<file path="src/rtl/spi_id_pkg.sv">
package spi_id_pkg;
  localparam logic [7:0] OP_RDID = 8'h9F;
  localparam logic [7:0] OP_REMS = 8'h90;
  localparam logic [7:0] OP_RES  = 8'hAB;
  localparam logic [7:0] OP_RDSR = 8'h05;
  localparam logic [7:0] OP_WREN = 8'h06;
  localparam logic [7:0] OP_WRDI = 8'h04;
  localparam logic [7:0] OP_WRSR = 8'h01;
  localparam logic [7:0] SEL_DEV_FIRST = 8'h01;

  typedef struct packed {
    logic       vld;
    logic [7:0] data;
  } resp_t;
endpackage

</file>
<file path="src/rtl/spi_id_sync.sv">
module spi_id_sync #(
  parameter int STAGES = 2
) (
  input  logic clk_i,
  input  logic rst_ni,
  input  logic sclk_i,
  input  logic cs_ni,
  input  logic mosi_i,
  output logic sclk_rise_o,
  output logic sclk_fall_o,
  output logic cs_act_o,
  output logic cs_end_o,
  output logic mosi_o
);
  localparam logic [2:0] RST_V = 3'b100; // {cs, sclk, mosi}

  logic [STAGES-1:0][2:0] pipe_q;
  logic [2:0] st;
  logic       sclk_prev_q, cs_prev_q;

  always_ff @(posedge clk_i or negedge rst_ni) begin
    if (!rst_ni) begin
      pipe_q      <= {STAGES{RST_V}};
      sclk_prev_q <= 1'b0;
      cs_prev_q   <= 1'b1;
    end else begin
      pipe_q[0] <= {cs_ni, sclk_i, mosi_i};
      for (int i = 1; i < STAGES; i++) pipe_q[i] <= pipe_q[i-1];
      sclk_prev_q <= st[1];
      cs_prev_q   <= st[2];
    end
  end

  assign st          = pipe_q[STAGES-1];
  assign mosi_o      = st[0];
  assign sclk_rise_o = st[1] & ~sclk_prev_q;
  assign sclk_fall_o = ~st[1] & sclk_prev_q;
  assign cs_act_o    = ~st[2];
  assign cs_end_o    = st[2] & ~cs_prev_q;
endmodule

</file>
<file path="src/rtl/spi_id_rx.sv">
module spi_id_rx #(
  parameter int CNT_W = 3
) (
  input  logic             clk_i,
  input  logic             rst_ni,
  input  logic             cs_act_i,
  input  logic             sclk_rise_i,
  input  logic             mosi_i,
  output logic [2:0]       bit_cnt_o,
  output logic             byte_done_o,
  output logic [7:0]       byte_o,
  output logic [CNT_W-1:0] nbytes_o
);
  localparam logic [CNT_W-1:0] NB_MAX = {CNT_W{1'b1}};

  logic [6:0] sh_q;
  logic       shift_en;

  assign shift_en    = cs_act_i & sclk_rise_i;
  assign byte_done_o = shift_en & (bit_cnt_o == 3'd7);
  assign byte_o      = {sh_q, mosi_i};

  always_ff @(posedge clk_i or negedge rst_ni) begin
    if (!rst_ni) begin
      bit_cnt_o <= '0;
      nbytes_o  <= '0;
      sh_q      <= '0;
    end else if (!cs_act_i) begin
      bit_cnt_o <= '0;
      nbytes_o  <= '0;
    end else if (shift_en) begin
      bit_cnt_o <= bit_cnt_o + 3'd1;
      sh_q      <= {sh_q[5:0], mosi_i};
      if (byte_done_o && nbytes_o != NB_MAX) nbytes_o <= nbytes_o + 1'b1;
    end
  end
endmodule

</file>
<file path="src/rtl/spi_id_ctrl.sv">
module spi_id_ctrl
  import spi_id_pkg::*;
#(
  parameter int         CNT_W    = 3,
  parameter logic [7:0] MFR_ID   = 8'hC2,
  parameter logic [7:0] MEM_TYPE = 8'h20,
  parameter logic [7:0] DEV_ID   = 8'h16
) (
  input  logic             clk_i,
  input  logic             rst_ni,
  input  logic             cs_act_i,
  input  logic             cs_end_i,
  input  logic             sclk_fall_i,
  input  logic [2:0]       bit_cnt_i,
  input  logic             byte_done_i,
  input  logic [7:0]       byte_i,
  input  logic [CNT_W-1:0] nbytes_i,
  output logic             miso_o,
  output logic             miso_oe_o,
  output logic [7:0]       status_o
);
  logic [7:0] opcode_q, tx_q;
  logic [7:2] stat_hi_q, wr_data_q;
  logic       wel_q, sel_dev_q;
  resp_t      resp;

  assign status_o = {stat_hi_q, wel_q, 1'b0};
  assign miso_o   = tx_q[7] & miso_oe_o;

  // response for the byte slot about to start (slot 0 = opcode)
  always_comb begin
    resp = '0;
    unique case (opcode_q)
      OP_RDID: begin
        if (nbytes_i == CNT_W'(1)) resp = '{1'b1, MFR_ID};
        if (nbytes_i == CNT_W'(2)) resp = '{1'b1, MEM_TYPE};
        if (nbytes_i == CNT_W'(3)) resp = '{1'b1, DEV_ID};
      end
      OP_REMS: begin
        if (nbytes_i == CNT_W'(4)) resp = '{1'b1, sel_dev_q ? DEV_ID : MFR_ID};
        if (nbytes_i == CNT_W'(5)) resp = '{1'b1, sel_dev_q ? MFR_ID : DEV_ID};
      end
      OP_RES:  if (nbytes_i == CNT_W'(4)) resp = '{1'b1, DEV_ID};
      OP_RDSR: resp = '{1'b1, status_o};
      default: resp = '0;
    endcase
  end

  always_ff @(posedge clk_i or negedge rst_ni) begin
    if (!rst_ni) begin
      opcode_q  <= '0;
      sel_dev_q <= 1'b0;
      wr_data_q <= '0;
      tx_q      <= '0;
      miso_oe_o <= 1'b0;
    end else if (!cs_act_i) begin
      opcode_q  <= '0;
      sel_dev_q <= 1'b0;
      tx_q      <= '0;
      miso_oe_o <= 1'b0;
    end else begin
      if (byte_done_i) begin
        if (nbytes_i == '0) opcode_q <= byte_i;
        if (opcode_q == OP_REMS && nbytes_i == CNT_W'(3))
          sel_dev_q <= (byte_i == SEL_DEV_FIRST);
        if (opcode_q == OP_WRSR && nbytes_i == CNT_W'(1))
          wr_data_q <= byte_i[7:2];
      end
      if (sclk_fall_i) begin
        if (bit_cnt_i == 3'd0) begin
          if (nbytes_i != '0) begin
            miso_oe_o <= resp.vld;
            tx_q      <= resp.data;
          end
        end else begin
          tx_q <= {tx_q[6:0], 1'b0};
        end
      end
    end
  end

  // status register: write enable takes effect at opcode end, status write at CS rise
  always_ff @(posedge clk_i or negedge rst_ni) begin
    if (!rst_ni) begin
      stat_hi_q <= '0;
      wel_q     <= 1'b0;
    end else if (cs_act_i && byte_done_i && nbytes_i == '0) begin
      if (byte_i == OP_WREN) wel_q <= 1'b1;
      if (byte_i == OP_WRDI) wel_q <= 1'b0;
    end else if (cs_end_i && opcode_q == OP_WRSR && bit_cnt_i == 3'd0 && wel_q &&
                 (nbytes_i == CNT_W'(2) || nbytes_i == CNT_W'(3))) begin
      stat_hi_q <= wr_data_q;
      wel_q     <= 1'b0;
    end
  end
endmodule

</file>
<file path="src/rtl/spi_flash_id_resp.sv">
module spi_flash_id_resp #(
  parameter logic [7:0] MFR_ID      = 8'hC2,
  parameter logic [7:0] MEM_TYPE    = 8'h20,
  parameter logic [7:0] DEV_ID      = 8'h16,
  parameter int         SYNC_STAGES = 2
) (
  input  logic clk_i,
  input  logic rst_ni,
  input  logic sclk_i,
  input  logic cs_ni,
  input  logic mosi_i,
  output logic miso_o,
  output logic miso_oe_o
);
  localparam int CNT_W = 3;

  logic             sclk_rise, sclk_fall, cs_act, cs_end, mosi_s;
  logic [2:0]       bit_cnt;
  logic             byte_done;
  logic [7:0]       byte_v, status;
  logic [CNT_W-1:0] nbytes;

  spi_id_sync #(.STAGES(SYNC_STAGES)) u_sync (
    .clk_i, .rst_ni, .sclk_i, .cs_ni, .mosi_i,
    .sclk_rise_o(sclk_rise), .sclk_fall_o(sclk_fall),
    .cs_act_o(cs_act), .cs_end_o(cs_end), .mosi_o(mosi_s)
  );

  spi_id_rx #(.CNT_W(CNT_W)) u_rx (
    .clk_i, .rst_ni, .cs_act_i(cs_act), .sclk_rise_i(sclk_rise), .mosi_i(mosi_s),
    .bit_cnt_o(bit_cnt), .byte_done_o(byte_done), .byte_o(byte_v), .nbytes_o(nbytes)
  );

  spi_id_ctrl #(.CNT_W(CNT_W), .MFR_ID(MFR_ID), .MEM_TYPE(MEM_TYPE), .DEV_ID(DEV_ID)) u_ctrl (
    .clk_i, .rst_ni, .cs_act_i(cs_act), .cs_end_i(cs_end), .sclk_fall_i(sclk_fall),
    .bit_cnt_i(bit_cnt), .byte_done_i(byte_done), .byte_i(byte_v), .nbytes_i(nbytes),
    .miso_o, .miso_oe_o, .status_o(status)
  );
endmodule

</file>
<file path="config.mk">
export PLATFORM = sky130hd
export DESIGN_NAME = spi_flash_id_resp
export DESIGN_NICKNAME = d
export VERILOG_FILES = /design/src/rtl/spi_id_pkg.sv /design/src/rtl/spi_id_sync.sv /design/src/rtl/spi_id_rx.sv /design/src/rtl/spi_id_ctrl.sv /design/src/rtl/spi_flash_id_resp.sv
export SDC_FILE = /design/constraint.sdc
export NUM_CORES = 1
export LEC_CHECK = 0
export BUFFER_PORTS_ARGS = -buffer_cell sky130_fd_sc_hd__buf_4
export CAP_MARGIN = 20
export CORE_MARGIN = 2
export CORE_UTILIZATION = 50
export DETAILED_ROUTE_END_ITERATION = 7
export GPL_ROUTABILITY_DRIVEN = 0
export HOLD_SLACK_MARGIN = 0.1
export PLACE_DENSITY = 0.74
export SLEW_MARGIN = 20
export SYNTH_ARGS = -nofsm -noshare
export SYNTH_HDL_FRONTEND = slang
export SYNTH_SLANG_ARGS = --single-unit
</file>
<file path="constraint.sdc">
create_clock -name clk_i -period 2.1 [get_ports clk_i]
set_input_delay 0.63 -clock clk_i [delete_from_list [all_inputs] [get_ports clk_i]]
set_output_delay 0.63 -clock clk_i [all_outputs]
set_load 0.01 [all_outputs]
</file>
==> impl_metrics.tcl <==
set metrics [dict create \
    cp.depth 5 \
    crit_path_max_incr_delay_ns 0.61 \
    outcome "completed" \
    n_antenna_cell 0 \
    r2r_cells 5 \
    drtIter0Drc 157 \
    post-route-cell-area_sq_mm 0.00273 \
    port_buffers 6 \
    endpoint_kind "flip-flop" \
    post-route-period-util 0.936 \
    multi_input_area_sq_mm 0.00112 \
    finalHoldViolCount 0 \
    grt_pass1_wl_microns 7820 \
    powerDensity_mw_per_mm2 675 \
    drtAntennaViolNets 0 \
    place_area_sq_mm 0.00263 \
    wire_per_inst_microns 14.8 \
    crit_buf_inv 0 \
    nets 252 \
    combinationalPowerShare 0.076 \
    synth-async-reset-ratio 1.00 \
    power_switching_mw 0.450 \
    die_w_microns 74.1 \
    tns_ns 0 \
    dp_hpwl_microns 3230 \
    hold_path_class "in2async" \
    syn_nets 236 \
    fin_crit_ns 1.96 \
    max_freq_mhz 509 \
    die_y_microns 74.1 \
    holdWs_ns 0.349 \
    seq_area_frac_synth 0.521 \
    irDropWorstVdd_mv 0.487 \
    io_pins 7 \
    tightest_slew_ns 0.621 \
    synth_most_common_cell "dfrtp_1" \
    cts_tree "built" \
    initial_utilization 0.520 \
    timing.critical_path.max_delay_family "simple AND/OR/NAND/NOR gates" \
    setup_ws_ns 0.135 \
    drt_first_pass_iters 4 \
    yosysTopAreaCellShare 0.489 \
    vias 1658 \
    synth_edf_count 0 \
    cp.required_ns 2.33 \
    yosysWarnings 0 \
    crit_slowest_cell "or4_1" \
    critPathLaunchType "flip-flop" \
    mappedNetlistArea_sq_mm 0.00246 \
    grt_pass1_vias 1663 \
    ys.flop_type "dfrtp_1" \
    fin_worst_skew_ns 0.00741 \
    crit_chain "or4_1, a21oi_1, nor3_2, or3_4, o22ai_2" \
    drc 0 \
    ys_seq_elements 51 \
    postCtsSetupRepairBufs 0 \
    power_frac_seq 0.614 \
    power_mw 1.84 \
    yosysTopAreaCell "dfrtp_1" \
    maxSlewHeadroom 0.586 \
    fillers 404 \
    cp_data_arrival_time_ns 2.19 \
    viasPerCell 5.42 \
    cts_buffer_depth 2 \
    max_cap_violations 0 \
    cts_buffers 5 \
    syn2layout_area_growth_pct 11.2 \
    swShare 0.244 \
    netlist_top_cells_count "dfrtp_1, mux2_2, nand2_1" \
    worstPathMaxFanout 7 \
    antenna_found_initial 0 \
    totalWireLength_microns 4520 \
    p_int_mw 1.39 \
    synth_area_leaders "dfrtp_1, mux2_2, ha_1, dfstp_2, nand2_1" \
    syn_avg_cell_area_sq_um 11.1 \
    die_area_sq_mm 0.00549 \
    drv_slew 0 \
    worstSkewPairLatency_ns 0.30 \
    clkPwrFrac 0.310 \
    regArea_sq_mm 0.00128 \
    grt_max_degree 52 \
    leakagePower_nw 1.17 \
    clk_pin_slew_ns 0.09 \
    ys_types 44 \
    root_buffer "clkbuf_8" \
    worst-setup-path-type "reg2reg" \
    drive_gt1_frac 0.230 \
    numClockSinks 51 \
    postSynthCellCount 222 \
    core_area_sq_mm 0.00472 \
    rsz0062_at_grt "no" \
    grt_usage 0.191 \
    htreeDepth 2 \
    grt_overflow_total 0 \
    dp_slack_ns 0.0769 \
    rows 25 \
    setup_viol 0 \
]
-- worst reg2reg max path: stages (launching register included) --
cell and delay (ns):
dfrtp_1 0.43, or4_1 0.61, a21oi_1 0.22, nor3_2 0.05, or3_4 0.42, o22ai_2 0.17
-- placed cells by master (no fill, tap or decap), types with 2 or more instances in the layout --
master,instances
dfrtp_1,48
nand2_1,21
mux2_2,21
buf_4,17
nor2_1,16
o21ai_0,10
ha_1,9
nand2b_1,8
a21oi_1,7
inv_1,6
nor2b_1,6
clkbuf_8,6
a22oi_1,5
and3_1,4
nor3_1,4
o22ai_1,4
nor4b_1,3
mux2i_1,3
nand3b_1,3
a21o_1,3
dfstp_2,3
and2_1,2
or2b_1,2
nand4_1,2
o21ai_1,2
xnor2_1,2
nand3_1,2
-- per-stage QoR --
stage / cells / utilization
after global placement: 298 / 0.557
after detailed placement: 298 / 0.557
final: 306 / 0.578
after global routing: 306 / 0.578
after CTS: 306 / 0.577
after floorplan: 222 / -
-- flip-flops by register name, summed over array words and instances, names as in the netlist, 3 cells and up --
name,cells
u_rx.sh_q,7
u_ctrl.opcode_q,8
u_ctrl.tx_q,7
u_ctrl.stat_hi_q,6
u_sync.pipe_q,3
u_rx.bit_cnt_o,3
u_sync.st,3
u_ctrl.wr_data_q,6
u_rx.nbytes_o,3
-- per-layer routing --
layer | vias to the layer above | wire length, microns | part of all wire | GRT usage
li1 | 813 | - | - | -
met1 | 800 | 2210 | 0.49 | 0.263
met2 | 38 | 2100 | 0.46 | 0.297
met3 | 7 | 151 | 0.033 | 0.0434
met4 | 0 | 57 | 0.013 | 0.0707
met5 | - | 0 | 0 | 0
-- final timing paths --
path / startpoint / endpoint / slack (ns)
worst max-delay path: u_ctrl.opcode_q[0] / u_ctrl.tx_q[2] / 0.14
worst min-delay path: rst_ni / u_rx.bit_cnt_o[0] / 0.35
worst max register to register: u_ctrl.opcode_q[0] / u_ctrl.tx_q[2] / 0.14
worst min register to register: u_sync.pipe_q[1] / u_sync.st[1] / 0.36
max in group asynchronous: rst_ni / u_ctrl.opcode_q[7] / 1.34
min in group clk_i: u_sync.pipe_q[1] / u_sync.st[1] / 0.36
-- area by class of cell --
| cell class | instances | share of cell area |
|---|---|---|
| sequential | 51 | 0.469 |
| multi-input combinational | 157 | 0.411 |
| timing repair buffer | 17 | 0.0467 |
| clock buffer | 7 | 0.0316 |
| tap | 67 | 0.0307 |
| inverter | 6 | 0.00825 |
| clock inverter | 1 | 0.00321 |
-- logic make-up after synthesis --
family | synth area share
xor+xnor | 0.00713
mux | 0.108
buf+inv | 0.0244
simple gates | 0.202
flops | 0.521
compound gates | 0.0917
fa+ha+maj | 0.0458
-- power by group through the flow --
stage / Combinational (mW) / Sequential (mW) / Clock (mW)
after floorplan: 0.101 / 1.12 / 0
after global routing: 0.159 / 1.15 / 0.633
final: 0.140 / 1.13 / 0.571
after detailed placement: 0.142 / 1.16 / 0
after CTS: 0.143 / 1.14 / 0.595
after global placement: 0.138 / 1.15 / 0
-- what timing repair did --
action | CTS | global route
endpoints found under the setup margin | 0 | 4
gates resized for setup | 0 | 1
hold endpoints to repair | 0 | 0
hold buffers | 0 | 0
Note: power is estimated with default switching activity, not from simulation.
